## src/rtl/rst_ctrl_pkg.sv

```systemverilog
package rst_ctrl_pkg;

    // Sequencer states
    typedef enum logic [1:0] {
        SEQ_IDLE    = 2'd0,
        SEQ_HOLD    = 2'd1,
        SEQ_RELEASE = 2'd2
    } seq_state_e;

    // Reset source indices; these are also the status bit positions
    localparam int SRC_N        = 4;
    localparam int SRC_ILL_OP   = 0;
    localparam int SRC_ILL_ADDR = 1;
    localparam int SRC_LOWV     = 2;
    localparam int SRC_DBG      = 3;

    typedef logic [SRC_N-1:0] src_vec_t;

endpackage

```

## src/rtl/rst_ctrl_src.sv

```systemverilog
module rst_ctrl_src
    import rst_ctrl_pkg::*;
(
    input  logic     fetch_strobe,
    input  logic     addr_mapped,
    input  logic     instr_illegal,
    input  logic     instr_stop,
    input  logic     stop_allow,
    input  logic     low_volt,
    input  logic     dbg_entry,
    output src_vec_t req,
    output logic     any_req
);

    always_comb begin
        req               = '0;
        // A stop instruction is illegal while stop is not permitted
        req[SRC_ILL_OP]   = instr_illegal | (instr_stop & ~stop_allow);
        // Unmapped address only counts on an instruction fetch
        req[SRC_ILL_ADDR] = fetch_strobe & ~addr_mapped;
        req[SRC_LOWV]     = low_volt;
        req[SRC_DBG]      = dbg_entry;
        any_req           = |req;
    end

endmodule

```

## src/rtl/rst_ctrl_status.sv

```systemverilog
module rst_ctrl_status
    import rst_ctrl_pkg::*;
(
    input  logic     clk,
    input  logic     por_n,
    input  src_vec_t req,
    input  logic     rd_clr,
    output src_vec_t flags
);

    // One sticky flag per source; a set in the read cycle beats the clear
    for (genvar i = 0; i < SRC_N; i++) begin : g_flag
        always_ff @(posedge clk or negedge por_n) begin
            if (!por_n) begin
                flags[i] <= 1'b0;
            end else if (req[i]) begin
                flags[i] <= 1'b1;
            end else if (rd_clr) begin
                flags[i] <= 1'b0;
            end
        end
    end

endmodule

```

## src/rtl/rst_ctrl_seq.sv

```systemverilog
module rst_ctrl_seq
    import rst_ctrl_pkg::*;
#(
    parameter int BASE_HOLD   = 4096,
    parameter int PAD_HOLD    = 32,
    parameter int SHORT_HOLD  = 32,
    parameter int RELEASE_CYC = 32
) (
    input  logic clk,
    input  logic por_n,
    input  logic any_req,
    input  logic long_req,
    output logic pin_drive_low,
    output logic cpu_rst
);

    localparam int LONG_HOLD = BASE_HOLD + PAD_HOLD;
    localparam int MAX_A     = (LONG_HOLD > SHORT_HOLD) ? LONG_HOLD : SHORT_HOLD;
    localparam int MAX_CNT   = (MAX_A > RELEASE_CYC) ? MAX_A : RELEASE_CYC;
    localparam int CW        = $clog2(MAX_CNT + 1);

    localparam logic [CW-1:0] LONG_LAST  = CW'(LONG_HOLD - 1);
    localparam logic [CW-1:0] SHORT_LAST = CW'(SHORT_HOLD - 1);
    localparam logic [CW-1:0] REL_LAST   = CW'(RELEASE_CYC - 1);

    seq_state_e    state_q, state_d;
    logic [CW-1:0] cnt_q, cnt_d;
    logic          long_q, long_d;
    logic [CW-1:0] hold_last;

    assign hold_last = long_q ? LONG_LAST : SHORT_LAST;

    // State register process
    always_ff @(posedge clk or negedge por_n) begin
        if (!por_n) begin
            state_q <= SEQ_IDLE;
            cnt_q   <= '0;
            long_q  <= 1'b0;
        end else begin
            state_q <= state_d;
            cnt_q   <= cnt_d;
            long_q  <= long_d;
        end
    end

    // Next-state logic
    always_comb begin
        state_d = state_q;
        cnt_d   = cnt_q;
        long_d  = long_q;
        unique case (state_q)
            SEQ_IDLE: begin
                if (any_req) begin                 // T_START
                    state_d = SEQ_HOLD;
                    cnt_d   = '0;
                    long_d  = long_req;
                end
            end
            SEQ_HOLD: begin
                if (any_req) begin                 // T_RESTART
                    cnt_d  = '0;
                    long_d = long_q | long_req;
                end else if (cnt_q == hold_last) begin  // T_HOLD_DONE
                    state_d = SEQ_RELEASE;
                    cnt_d   = '0;
                end else begin
                    cnt_d = cnt_q + CW'(1);
                end
            end
            SEQ_RELEASE: begin
                if (any_req) begin                 // T_RESTART
                    state_d = SEQ_HOLD;
                    cnt_d   = '0;
                    long_d  = long_q | long_req;
                end else if (cnt_q == REL_LAST) begin   // T_RELEASE_DONE
                    state_d = SEQ_IDLE;
                    cnt_d   = '0;
                    long_d  = 1'b0;
                end else begin
                    cnt_d = cnt_q + CW'(1);
                end
            end
            default: begin
                state_d = SEQ_IDLE;
                cnt_d   = '0;
                long_d  = 1'b0;
            end
        endcase
    end

    // Output process
    always_comb begin
        pin_drive_low = 1'b0;
        cpu_rst       = 1'b0;
        unique case (state_q)
            SEQ_IDLE: begin
                pin_drive_low = 1'b0;
                cpu_rst       = 1'b0;
            end
            SEQ_HOLD: begin
                pin_drive_low = 1'b1;
                cpu_rst       = 1'b1;
            end
            SEQ_RELEASE: begin
                pin_drive_low = 1'b0;
                cpu_rst       = 1'b1;
            end
            default: begin
                pin_drive_low = 1'b0;
                cpu_rst       = 1'b0;
            end
        endcase
    end

endmodule

```

## src/rtl/rst_ctrl.sv

```systemverilog
module rst_ctrl
    import rst_ctrl_pkg::*;
#(
    parameter int BASE_HOLD   = 4096,
    parameter int PAD_HOLD    = 32,
    parameter int SHORT_HOLD  = 32,
    parameter int RELEASE_CYC = 32
) (
    input  logic       clk,
    input  logic       por_n,
    input  logic       fetch_strobe,
    input  logic       addr_mapped,
    input  logic       instr_illegal,
    input  logic       instr_stop,
    input  logic       stop_allow,
    input  logic       low_volt,
    input  logic       dbg_entry,
    input  logic       stat_rd,
    output logic       pin_drive_low,
    output logic       cpu_rst,
    output logic [3:0] stat_flags
);

    src_vec_t req;
    logic     any_req;
    src_vec_t flags;

    rst_ctrl_src u_src (
        .fetch_strobe (fetch_strobe),
        .addr_mapped  (addr_mapped),
        .instr_illegal(instr_illegal),
        .instr_stop   (instr_stop),
        .stop_allow   (stop_allow),
        .low_volt     (low_volt),
        .dbg_entry    (dbg_entry),
        .req          (req),
        .any_req      (any_req)
    );

    rst_ctrl_status u_status (
        .clk   (clk),
        .por_n (por_n),
        .req   (req),
        .rd_clr(stat_rd),
        .flags (flags)
    );

    rst_ctrl_seq #(
        .BASE_HOLD  (BASE_HOLD),
        .PAD_HOLD   (PAD_HOLD),
        .SHORT_HOLD (SHORT_HOLD),
        .RELEASE_CYC(RELEASE_CYC)
    ) u_seq (
        .clk          (clk),
        .por_n        (por_n),
        .any_req      (any_req),
        .long_req     (req[SRC_LOWV]),
        .pin_drive_low(pin_drive_low),
        .cpu_rst      (cpu_rst)
    );

    assign stat_flags = flags;

endmodule

```

## config.mk

```make
export PLATFORM = sky130hd
export DESIGN_NAME = rst_ctrl
export DESIGN_NICKNAME = d
export VERILOG_FILES = /design/src/rtl/rst_ctrl_pkg.sv /design/src/rtl/rst_ctrl_src.sv /design/src/rtl/rst_ctrl_status.sv /design/src/rtl/rst_ctrl_seq.sv /design/src/rtl/rst_ctrl.sv
export SDC_FILE = /design/constraint.sdc
export NUM_CORES = 1
export LEC_CHECK = 0
export CORE_UTILIZATION = 53
export DETAILED_ROUTE_END_ITERATION = 7
export PLACE_DENSITY = 0.77
export SLEW_MARGIN = 20
export SYNTH_ARGS = -nofsm -noshare
export SYNTH_HDL_FRONTEND = slang
export SYNTH_HIERARCHICAL = 1
export SYNTH_SLANG_ARGS = --single-unit
```

## constraint.sdc

```tcl
create_clock -name clk -period 2.21 [get_ports clk]
set_input_delay 0.442 -clock clk [delete_from_list [all_inputs] [get_ports clk]]
set_output_delay 0.442 -clock clk [all_outputs]
set_load 0.005 [all_outputs]
```

==> impl_metrics.tcl <==
set metrics [dict create \
    drv_cap 0 \
    power_uw 988 \
    ys_async_sr_fraction 1.00 \
    power_density_nw_per_um2 659 \
    track_usage 0.245 \
    fmax_ghz 0.478 \
    die_y_microns 49.5 \
    core-area_sq_um 2040 \
    die_w_microns 49.5 \
    rr_startpoint "u_seq/cnt_q[1]" \
    synth-seq-cells 20 \
    fillers 168 \
    drc_errors 0 \
    cts_tree "built" \
    ys_seq_area_frac 0.418 \
    postRouteAntennaNets 0 \
    power.leakage_nw 0.699 \
    drtIter0Drc 33 \
    fin_nets 174 \
    slew_violations 0 \
    finClkSkew_ns 0.0110 \
    synth-edff-count 0 \
    drive_above_1_share 0.165 \
    ys.warnings.count 6 \
    max-slew-margin-rel 0.640 \
    period_share 0.948 \
    end_kind "output pin" \
    path_clk_slew_ns 0.12 \
    gp_congestion 0.847 \
    final_common_cell "dfrtp_1" \
    initial_utilization 0.586 \
    port_buffers 15 \
    final_cell_mix "20 x dfrtp_1, 16 x nand3_1, 15 x clkdlybuf4s50_1" \
    worstMarginPinSlew_ns 0.539 \
    r2r_slack_ns 0.33 \
    postSynthCellCount 132 \
    vias_per_cell 5.95 \
    syn_area_sq_um 1200 \
    yosys-top-cells-area "dfrtp_1 42%, nand3_1 6.7%, ha_1 5.2%" \
    peakVddDrop_uv 633 \
    cts_sinks 20 \
    hold_violations 0 \
    n_antenna_cell 0 \
    cp-endpoint "cpu_rst" \
    status "completed" \
    syn_to_final_growth_pct 25.3 \
    utilization 0.735 \
    dp_hpwl_mm 2.00 \
    grt_max_degree 14 \
    grt_first_pass_wirelength_mm 4.62 \
    critPathLaunch "u_seq/state_q[1]" \
    yosysTopAreaCellShare 0.418 \
    antenna_found_initial 0 \
    critPathArrivalTime_ns 1.65 \
    clk_latency_ns 0.31 \
    grt_setup_unrepaired "false" \
    cts_made_buffers 3 \
    rows 16 \
    yosysTopAreaCell "dfrtp_1" \
    clk_path_buf_depth 2 \
    syn_area_per_cell_sq_um 9.07 \
    grt_pass1_vias 1067 \
    synthDistinctLibCells 40 \
    wl_per_cell_microns 14.4 \
    ios 16 \
    clockRootBuffer "clkbuf_4" \
    crit_type "register to output pin" \
    start_kind "register" \
    yosys_most_used_dff "dfrtp_1" \
    hold_class "primary input to asynchronous set/reset pin" \
    path_max_fanout 4 \
    num_vias 1100 \
    cp_data_required_time_ns 1.77 \
    min_period_ns 2.09 \
    dr.pass1.iters 4 \
    overflow 0 \
    ctsHoldBuffers 0 \
    finalSetupViolCount 0 \
    synth_fp_nets 147 \
    h-tree-depth 1 \
    reg2reg_depth 6 \
    die_area_sq_um 2450 \
    routed_wl_mm 2.67 \
    r2r_end "u_seq/cnt_q[9]" \
]
==> metal layers <==
layer	up-vias	global-route usage	share of wire
li1	538	-	-
met2	34	0.428	0.50
met3	5	0.0247	0.045
met5	-	0	0
met1	523	0.309	0.44
met4	0	0.0952	0.011
==> what timing repair did <==
action                     4_1_cts  5_1_grt
pin swaps                        0        0
setup buffers                    0        1
setup endpoints to repair        1        2
resized for setup                1        0
==> per-stage QoR <==
stage	hold WS, ns	worst slack [ns]	setup TNS (ns)	cell area, sq um	cells
4_1_cts	0.490	0.0469	0	1490	184
2_1_floorplan	0.146	0.291	0	1200	132
3_3_place_gp	0.462	-0.117	-0.500	1440	180
5_1_grt	0.509	0.0366	0	1500	185
6_report	0.474	0.116	0	1500	185
3_5_place_dp	0.467	-0.161	-0.818	1440	180
==> flip-flops by register name (all words and copies together), names as in the netlist <==
signal,cells
u_seq/cnt_q,13
u_status/flags,4
u_seq/state_q,2
u_seq/long_q,1
==> Yosys cell counts, types with 2 or more instances <==
library cell   n
a211oi_1       2
and3_1         2
dfrtp_1       20
or3_1          3
clkbuf_1       3
nand2_1       11
and4_1         2
o31ai_1        3
nor3_1         6
a21o_1         6
a21oi_1       11
inv_1          7
ha_1           5
nand3_1       16
nor2_1         5
o21ai_0        3
a22o_1         2
buf_4          3
==> final cells by class <==
| type | count | area, sq um | area share |
|---|---|---|---|
| clock inverter | 1 | 30.0 | 0.0200 |
| multi-input combinational | 98 | 636 | 0.424 |
| clock buffer | 3 | 22.5 | 0.0150 |
| inverter | 8 | 30.0 | 0.0200 |
| timing repair buffer | 28 | 248 | 0.165 |
| sequential | 20 | 500 | 0.334 |
| tap | 27 | 33.8 | 0.0225 |
==> worst max-delay path: stages (launching register included) <==
cell             delay (ns)
dfrtp_1                0.41
inv_1                  0.10
ha_1                   0.34
clkdlybuf4s50_1        0.51
==> worst min-delay path by stage <==
stage / startpoint / end / cells after the start
floorplan: por_n / u_seq/cnt_q[0] / 0
detailed placement: u_status/flags[0] / u_status/flags[0] / 1
CTS: por_n / u_status/flags[2] / 1
global placement: u_status/flags[1] / u_status/flags[1] / 1
global route: por_n / u_status/flags[2] / 1
finish: por_n / u_status/flags[2] / 1
==> power breakdown <==
part	leakage [nW]	internal, mW	switching, mW
clock	0.0279	0.183	0.112
combinational	0.408	0.141	0.136
sequential	0.264	0.390	0.0256
==> kinds of logic (layout without fill, tap and decap cells) <==
group,after synthesis,in the layout,share of synthesized area
buf+inv,14,40,0.0533
fa+ha+maj,5,5,0.0522
compound gates,36,36,0.206
flops,20,20,0.418
xor+xnor,2,2,0.0146
simple gates,54,54,0.247
mux,1,1,0.00940
Note: power is estimated with default switching activity, not from simulation.
